`src/rtl/bfile_pkg.sv`:
```
package bfile_pkg;
  typedef enum logic [1:0] {
    REG_SFR    = 2'd0,
    REG_GPR    = 2'd1,
    REG_SHARED = 2'd2,
    REG_VOID   = 2'd3
  } region_e;

  localparam int EFF_W   = 9;
  localparam int OFF_W   = 7;
  localparam int BANK_W  = 2;
  localparam int DATA_W  = 8;
  localparam int SFR_SPAN    = 32;
  localparam int GPR_BASE    = 32;
  localparam int SHARED_BASE = 112;
  localparam int BANK_SIZE   = 128;
endpackage

```
`src/rtl/bfile_addr_mux.sv`:
```
module bfile_addr_mux
  import bfile_pkg::*;
(
  input  logic              indirect,
  input  logic [BANK_W-1:0] dbank,
  input  logic [OFF_W-1:0]  doff,
  input  logic              ihi,
  input  logic [OFF_W:0]    iptr,
  output logic [EFF_W-1:0]  eff
);
  always_comb begin
    if (indirect) eff = {ihi, iptr};
    else          eff = {dbank, doff};
  end
endmodule

```
`src/rtl/bfile_classify.sv`:
```
module bfile_classify
  import bfile_pkg::*;
#(
  parameter bit BANK1_WIDE = 1'b1,
  parameter int IDX_W      = 8,
  parameter int DEPTH      = 176
) (
  input  logic [EFF_W-1:0]  eff,
  output region_e           region,
  output logic [IDX_W-1:0]  idx,
  output logic [BANK_W-1:0] bank,
  output logic [4:0]        sfr_off
);
  localparam int B0_BYTES   = BANK_SIZE - GPR_BASE;
  localparam int SHARED_IDX = SHARED_BASE - GPR_BASE;
  localparam int B1_END     = BANK1_WIDE ? SHARED_BASE : 64;

  logic [OFF_W-1:0] off;
  assign bank    = eff[EFF_W-1 -: BANK_W];
  assign off     = eff[OFF_W-1:0];
  assign sfr_off = off[4:0];

  always_comb begin
    region = REG_VOID;
    idx    = '0;
    if (int'(off) < SFR_SPAN) begin
      region = REG_SFR;
    end else if (int'(off) >= SHARED_BASE) begin
      region = REG_SHARED;
      idx    = IDX_W'(SHARED_IDX + int'(off) - SHARED_BASE);
    end else if (bank == 2'd0) begin
      region = REG_GPR;
      idx    = IDX_W'(int'(off) - GPR_BASE);
    end else if (bank == 2'd1 && int'(off) < B1_END) begin
      region = REG_GPR;
      idx    = IDX_W'(B0_BYTES + int'(off) - GPR_BASE);
    end
  end

  always_comb begin
    if (region == REG_SHARED) assert_shared_top_R4: assert (off[6:4] == 3'b111);
    if (region == REG_GPR || region == REG_SHARED)
      assert_idx_range_R5: assert (int'(idx) < DEPTH);
  end
endmodule

```
`src/rtl/bfile_ram.sv`:
```
module bfile_ram #(
  parameter int DEPTH  = 176,
  parameter int IDX_W  = 8,
  parameter int DATA_W = 8
) (
  input  logic              clk,
  input  logic              rst_n,
  input  logic              we,
  input  logic [IDX_W-1:0]  idx,
  input  logic [DATA_W-1:0] wdata,
  output logic [DATA_W-1:0] rdata
);
  logic [DATA_W-1:0] mem [DEPTH];

  always_ff @(posedge clk or negedge rst_n) begin
    if (!rst_n) begin
      for (int i = 0; i < DEPTH; i++) mem[i] <= '0;
    end else if (we && int'(idx) < DEPTH) begin
      mem[idx] <= wdata;
    end
  end

  assign rdata = (int'(idx) < DEPTH) ? mem[idx] : '0;

  assert_wr_visible_R8: assert property (@(posedge clk) disable iff (!rst_n)
    ($past(rst_n) && $past(we) && idx == $past(idx)) |-> rdata == $past(wdata));
endmodule

```
`src/rtl/bfile_decoder.sv`:
```
module bfile_decoder
  import bfile_pkg::*;
#(
  parameter bit BANK1_WIDE = 1'b1,
  parameter int IDX_W      = 8
) (
  input  logic              clk,
  input  logic              rst_n,
  input  logic              acc_indirect,
  input  logic [1:0]        dir_bank,
  input  logic [6:0]        dir_off,
  input  logic              ind_bank,
  input  logic [7:0]        ind_ptr,
  input  logic              wr_en,
  input  logic [7:0]        wr_data,
  output logic [8:0]        eff_addr,
  output logic [1:0]        region,
  output logic              sfr_sel,
  output logic [1:0]        sfr_bank,
  output logic [4:0]        sfr_off,
  output logic              ram_hit,
  output logic [IDX_W-1:0]  ram_idx,
  output logic              rd_zero,
  output logic [7:0]        rd_data
);
  localparam int DEPTH = (BANK_SIZE - GPR_BASE) + (BANK1_WIDE ? (SHARED_BASE - GPR_BASE) : 32);

  region_e           reg_q;
  logic [IDX_W-1:0]  idx;
  logic [1:0]        bank;
  logic [DATA_W-1:0] ram_q;

  bfile_addr_mux u_mux (
    .indirect(acc_indirect), .dbank(dir_bank), .doff(dir_off),
    .ihi(ind_bank), .iptr(ind_ptr), .eff(eff_addr)
  );

  bfile_classify #(.BANK1_WIDE(BANK1_WIDE), .IDX_W(IDX_W), .DEPTH(DEPTH)) u_cls (
    .eff(eff_addr), .region(reg_q), .idx(idx), .bank(bank), .sfr_off(sfr_off)
  );

  assign region   = reg_q;
  assign sfr_sel  = (reg_q == REG_SFR);
  assign ram_hit  = (reg_q == REG_GPR) || (reg_q == REG_SHARED);
  assign rd_zero  = (reg_q == REG_VOID);
  assign sfr_bank = bank;
  assign ram_idx  = idx;

  bfile_ram #(.DEPTH(DEPTH), .IDX_W(IDX_W), .DATA_W(DATA_W)) u_ram (
    .clk(clk), .rst_n(rst_n), .we(wr_en && ram_hit), .idx(idx),
    .wdata(wr_data), .rdata(ram_q)
  );

  assign rd_data = ram_hit ? ram_q : '0;

  assert_one_class_R6: assert property (@(posedge clk) disable iff (!rst_n)
    $onehot({sfr_sel, ram_hit, rd_zero}));
  assert_void_reads_zero_R6: assert property (@(posedge clk) disable iff (!rst_n)
    rd_zero |-> rd_data == 8'h00);
  assert_sfr_low_offset_R2: assert property (@(posedge clk) disable iff (!rst_n)
    sfr_sel |-> eff_addr[6:5] == 2'b00 && rd_data == 8'h00);
endmodule

```
`config.mk`:
```
export PLATFORM = sky130hd
export DESIGN_NAME = bfile_decoder
export DESIGN_NICKNAME = d
export VERILOG_FILES = /design/src/rtl/bfile_pkg.sv /design/src/rtl/bfile_addr_mux.sv /design/src/rtl/bfile_classify.sv /design/src/rtl/bfile_ram.sv /design/src/rtl/bfile_decoder.sv
export SDC_FILE = /design/constraint.sdc
export NUM_CORES = 2
export LEC_CHECK = 0
export BUFFER_PORTS_ARGS = -buffer_cell sky130_fd_sc_hd__clkbuf_2
export CAP_MARGIN = 5
export CORE_UTILIZATION = 35
export DETAILED_ROUTE_END_ITERATION = 8
export GPL_TIMING_DRIVEN = 0
export PLACE_DENSITY = 0.5
export SYNTH_ARGS = -nofsm -noshare
export SYNTH_HDL_FRONTEND = slang
export SYNTH_SLANG_ARGS = --single-unit
```
`constraint.sdc`:
```
create_clock -name clk -period 5.2 [get_ports clk]
set_input_delay 0.26 -clock clk [delete_from_list [all_inputs] [get_ports clk]]
set_output_delay 0.26 -clock clk [all_outputs]
set_load 0.01 [all_outputs]
```
After elaboration in Yosys (flattened, before gate mapping)

Index checks and enable logic that the tools add are counted.

$add $sub $neg: 5
$mul: 0
Divide/modulo/power cells: 0
Order comparisons: 6
Equality and inequality tests: 4
Shift-type cells: 0
Muxes and demuxes: 17
Bitwise logic cells: 1
Reduce and logical (&&, ||, !) cells: 7

Operators with widths:

| kind                                                                          | count |
|---|---|
| 1408-bit bitwise mux                                                          | 1 |
| 8-bit two-way mux                                                             | 9 |
| 8-bit binary-select mux with 8-bit select                                     | 1 |
| 8-bit demux with 8-bit select                                                 | 1 |
| 7-bit by 7-bit adder with 8-bit output (first input constant)                 | 2 |
| 9-bit >= comparator (second input constant)                                   | 1 |
| 9-bit by 1-bit less-than comparator with 1-bit output (second input constant) | 1 |
| 9-bit two-way mux                                                             | 1 |
| 8-bit inverter with 9-bit output                                              | 1 |
| 8-bit less-than comparator (second input constant)                            | 1 |
| 2-bit two-way mux                                                             | 4 |
| 7-bit by 6-bit subtractor with 8-bit output (second input constant)           | 1 |
| 8-bit by 7-bit subtractor with 8-bit output (second input constant)           | 1 |
| 8-bit subtractor (second input constant)                                      | 1 |
| 7-bit >= comparator (second input constant)                                   | 1 |
| 7-bit by 6-bit less-than comparator with 1-bit output (second input constant) | 1 |
| 7-bit less-than comparator (second input constant)                            | 1 |
| 2-bit by 1-bit equality test with 1-bit output (second input constant)        | 2 |
| 2-bit equality test (second input constant)                                   | 2 |
| 1-bit logical AND                                                             | 4 |
| 2-bit zero test                                                               | 2 |
| 1-bit logical OR                                                              | 1 |

Register bits: 1408
Latch bits: 0
Bits in writable memories: 0
Memory bits (read-only): 0
Memories kept: 0

Depth between registers and ports, before layout

Word-level depth: 13
Depth in mapped cells: 17

Cells and area by module

From an unflattened synthesis, not the netlist that was laid out.

Cells, all modules: 4013
Area, all modules: 65011.1 um^2

By module, submodules not included:

| module         | instances | cells each | area each (um^2) |
|---|---|---|---|
| bfile_ram      | 1         | 3955       | 64511.9 |
| bfile_classify | 1         | 35         | 264.0 |
| bfile_addr_mux | 1         | 10         | 146.4 |
| bfile_decoder  | 1         | 13         | 88.8 |

Least setup slack after synthesis

OpenSTA, ideal clock, no wires.

Kind: input port to output port
Start: input port acc_indirect
End: output port rd_data[4]
Arrival time: 3.539 ns
Setup slack: 1.401 ns
Cell stages on the path: 17
Buffers on the path: 5
Cells stage by stage: buf_4 -> mux2i_1 -> inv_1 -> ha_1 -> a21boi_1 -> or4_1 -> and2_1 -> clkbuf_1 -> clkbuf_1 -> buf_2 -> buf_1 -> o22ai_1 -> a31oi_1 -> o22ai_1 -> o21ai_0 -> o2111ai_1 -> a311oi_1

Cells in the longest elaborated chain, start to end: 13

RTL lines:

| element                                                                                     | line                                       | RTL |
|---|---|---|
| start, declared                                                                             | bfile_decoder.sv:9                         | `input logic acc_indirect,` |
| 9-bit two-way mux (*)                                                                       | bfile_addr_mux.sv:12                       | `if (indirect) eff = {ihi, iptr};` |
| net eff_addr[5]                                                                             | bfile_decoder.sv:16                        | `output logic [8:0] eff_addr,` |
| 7-bit by 7-bit adder with 8-bit output / 7-bit less-than comparator (equally long branches) | bfile_classify.sv:36, bfile_classify.sv:34 |  |
| 8-bit by 7-bit subtractor with 8-bit output / 1-bit logical AND (equally long branches)     | bfile_classify.sv:36, bfile_classify.sv:34 |  |
| 8-bit two-way mux                                                                           | bfile_classify.sv:34                       | `end else if (bank == 2'd1 && int'(off) < B1_END) begin` |
| 8-bit two-way mux                                                                           | bfile_classify.sv:31                       | `end else if (bank == 2'd0) begin` |
| 8-bit two-way mux                                                                           | bfile_classify.sv:28                       | `end else if (int'(off) >= SHARED_BASE) begin` |
| 8-bit two-way mux                                                                           | bfile_classify.sv:26                       | `if (int'(off) < SFR_SPAN) begin` |
| 8-bit inverter with 9-bit output (implied by the code)                                      | bfile_ram.sv:23                            | `assign rdata = (int'(idx) < DEPTH) ? mem[idx] : '0;` |
| 8-bit binary-select mux with 8-bit select                                                   | bfile_ram.sv:23                            |  |
| 8-bit two-way mux (implied by the code) (2 in a row)                                        | bfile_ram.sv:23                            |  |
| 8-bit two-way mux                                                                           | bfile_ram.sv:23                            |  |
| 8-bit two-way mux (*)                                                                       | bfile_decoder.sv:54                        | `assign rd_data = ram_hit ? ram_q : '0;` |
| end, declared                                                                               | bfile_decoder.sv:24                        | `output logic [7:0] rd_data` |

Mark *: on every way through the listed nets, which the timed path passes. The rest lies on a longest branch. The select of a mux whose other input is x is not followed.

Worst setup path after layout

Start: input port acc_indirect
End: output port rd_data[0]

Cells in the longest elaborated chain, start to end: 13

RTL lines:

| element                                                                                 | line                                       | RTL |
|---|---|---|
| 9-bit two-way mux (*)                                                                   | bfile_addr_mux.sv:12                       |  |
| 7-bit by 7-bit adder with 8-bit output (tied with other cells)                          | bfile_classify.sv:36                       | `idx = IDX_W'(B0_BYTES + int'(off) - GPR_BASE);` |
| 8-bit by 7-bit subtractor with 8-bit output / 1-bit logical AND (equally long branches) | bfile_classify.sv:36, bfile_classify.sv:34 |  |
| 8-bit two-way mux                                                                       | bfile_classify.sv:34                       |  |
| 8-bit two-way mux                                                                       | bfile_classify.sv:31                       |  |
| 8-bit two-way mux                                                                       | bfile_classify.sv:28                       |  |
| 8-bit two-way mux                                                                       | bfile_classify.sv:26                       |  |
| 8-bit inverter with 9-bit output (implied by the code)                                  | bfile_ram.sv:23                            |  |
| 8-bit binary-select mux with 8-bit select                                               | bfile_ram.sv:23                            |  |
| 8-bit two-way mux (implied by the code) (2 in a row)                                    | bfile_ram.sv:23                            |  |
| 8-bit two-way mux                                                                       | bfile_ram.sv:23                            |  |
| 8-bit two-way mux (*)                                                                   | bfile_decoder.sv:54                        |  |

Mark *: on every way between the ends. The rest lies on a longest branch, timed or not. The select of a mux whose other input is x is not followed.

==> results.tsv <==
metric	value	unit
synth_area	64200	sq um
setup.worst_path.start	acc_indirect	
firstDrtPassIters	9	
avgSynthCellArea	12.4	sq um
final-hold-violation-count	0	
fin_total_pwr	28.7	mW
synthMuxAreaShare	26.3	%
multiInputGateArea	27800	sq um
grt_start_max_net_pins	111	
rsz0062_at_grt	yes	
clk_pin_slew	0.06	ns
utilization	42.0	%
regArea	35200	sq um
ctsHtreeMaxLevel	4	
hold_path_class	in -> reg	
drt-total-wl	343000	um
whs_path_depth	2	
ys_seq_area_share	54.8	%
fin_crit	5.45	ns
largest-register	u_ram.mem	
clockPowerShare	41.2	%
netlist.area_leader.share	54.8	%
synth_cell_types	81	
reg2regPathDepth	1	
status	finished with violations	
yosysTopAreaCell	dfrtp_1	
tightest_slew	1.62	ns
skew	0	ns
crit_type	in -> out	
clock_sinks	1408	
syn_nets	5220	
grt_pass1_vias	49200	
grt_overflow	0	
p_seq_share	41.2	%
p_int	19.8	mW
cts_tree	yes	
setup_viol	32	
async_flop_share	100	%
num_vias	51500	
fp.dieW	430	um
power.density	377	nW/um^2
clockRootBuffer	clkbuf_16	
worstHoldEndpoint	u_ram.mem[352]	
violations	design-rule violations, max-capacitance violations, max-slew violations, negative setup slack	
io_buffers	57	
drc	11	
clockBufferDepth	3	
holdCritStartpoint	wr_data[0]	
grt_pass1_wl	454000	um
p_switching	8.94	mW
synth_compound_gate_area_share	8.80	%
fmax	183	MHz
leakage	36.2	nW
required	4.94	ns
critPathCaptureType	primary output	
r2r_end	u_ram.mem[120]	
grt.total_usage	36.6	%
yosys_register_bits	1408	
fp.dieH	430	um
critPathArrivalTime	5.19	ns
synth_enable_flop_cells	0	
synth_xor_area_share	0	%
synth_cells	5187	
largest_register_ff_count	1408	
syn_to_final_growth	18.6	%
ys_top_cells_by_area	dfrtp_1, mux2_2, o22ai_1	
drt_iter0_drc	7473	
cts_buffers	162	
combPwrFrac	17.5	%
rr_startpoint	u_ram.mem[120]	
ant_nets	0	
insertion_delay	0.83	ns
drive_gt1_share	36.5	%
maxSlewHeadroom	-8.85	%
timing.hold.ws	0.0371	ns
start_util	35.4	%
synth_top_family_by_area	multiplexers	
drv_slew	13	
setup_ws	-0.252	ns
fp.coreArea	182000	sq um
n_fill_cell	17200	
critPathLaunchType	input pin	
vdd_drop_max	294	uV
largest_registers	u_ram.mem: 1408 flops	
via_per_inst	6.43	
synth_top_flop_cell	dfrtp_1	
cp_max_fo	10	
fin_crit_sh	105	%
std_cell_rows	156	
dp_hpwl	230000	um
switching_share	31.1	%
yosys_warnings	0	
synthSimpleGateAreaFrac	7.38	%
final_net_count	5514	
io_pins	67	
die_area	185000	sq um
antenna_found_initial	55	
wl_per_cell	42.8	um
place_congestion	1.07	
synth_fa_ha_area_share	0.0584	%
reg2reg_slack	4.31	ns
maxCapViolations	2	
-- timing repair --
| action | in CTS | in global routing |
|---|---|---|
| hold buffers | 8 | 0 |
| cloned | 0 | 0 |
| buffers inserted | 6 | 6 |
| pin swaps | 25 | 14 |
| hold endpoints to repair | 395 | 0 |
| resized for setup | 442 | 71 |
| endpoints found under the setup margin | 80 | 7 |
-- placed cells by master, fill, tap and decap left out, types with 97 or more instances in the layout --
cell type  Yosys  layout
o22ai_1      447     447
mux2_2      1218    1218
clkbuf_1     266     210
nand2_1      293     292
mux2i_1      102      97
mux2_1       191     191
nor2_1       302     299
clkbuf_16      0     167
dfrtp_1     1408    1408
a21oi_1      124     119
-- final cells by class --
type,instances,share of cell area [%]
multi-input cells,3368,36.5
inverters,15,0.0838
flip-flops and latches,1408,46.3
plain buffers,392,3.89
clock buffers,250,6.28
clock inverters,45,0.813
diodes,24,0.0789
well taps,2370,3.89
repair buffers,134,2.21
-- cell usage after synthesis, types with 46 or more instances --
master    count
mux2_1      191
clkbuf_1    266
nand2_1     293
buf_1        53
a21oi_1     124
nor2_2       46
nor2_4       62
o21ai_0     107
mux2_2     1218
nor3_1       96
mux2i_1     102
buf_2        60
o22ai_1     447
a31oi_1      83
nor2_1      302
dfrtp_1    1408
-- per-stage QoR --
stage | instances | cell area (sq um) | setup TNS (ns) | setup slack [ns]
finish | 8006 | 76200 | -4.43 | -0.252
global route | 7986 | 76100 | -0.221 | -0.0613
CTS | 7977 | 75900 | -0.0115 | -0.0115
detailed placement | 7670 | 68800 | -364.53 | -3.24
global placement | 7614 | 67500 | - | -32.14
floorplan | 5187 | 64200 | 0 | 1.40
-- metal layers --
layer | global-route usage, % | part of all wire (%)
met2 | 50.6 | 40
met4 | 25.9 | 8.6
met1 | 46.0 | 38
met5 | 0.442 | 0.13
met3 | 14.8 | 13
-- worst max-delay path by stage --
stage | end | slack, ns | depth (start not counted)
global route | rd_data[1] | -0.06 | 18
finish | rd_data[0] | -0.25 | 15
CTS | rd_data[1] | -0.01 | 17
detailed placement | rd_data[1] | -3.24 | 15
floorplan | rd_data[4] | 1.40 | 17
global placement | u_ram.mem[1220] | -32.14 | 1
-- logic make-up after synthesis --
group           Yosys count
fa+ha+maj                 3
compound gates          903
flops                  1408
mux                    1511
simple gates            951
buf+inv                 411
-- worst max-delay path, cell delays in order --
cell	delay, ns
clkbuf_2	0.14
buf_4	0.20
mux2i_2	0.27
inv_2	0.10
ha_4	0.21
a21boi_0	0.38
o32ai_2	0.16
buf_4	0.18
nand2b_1	0.16
buf_2	0.60
clkbuf_4	0.58
a211oi_1	0.23
nor4_1	1.26
nor4b_4	0.21
clkbuf_2	0.22
-- power by group through the flow --
stage          Clock, mW  Sequential [mW]  Combinational, mW
2_1_floorplan          0             11.9               1.96
3_3_place_gp           0             12.1               4.30
3_5_place_dp           0             12.0               4.46
4_1_cts             11.8             11.8               4.73
5_1_grt             12.3             11.9               5.00
6_report            11.8             11.8               5.03
Note: power is estimated with default switching activity, not from simulation.
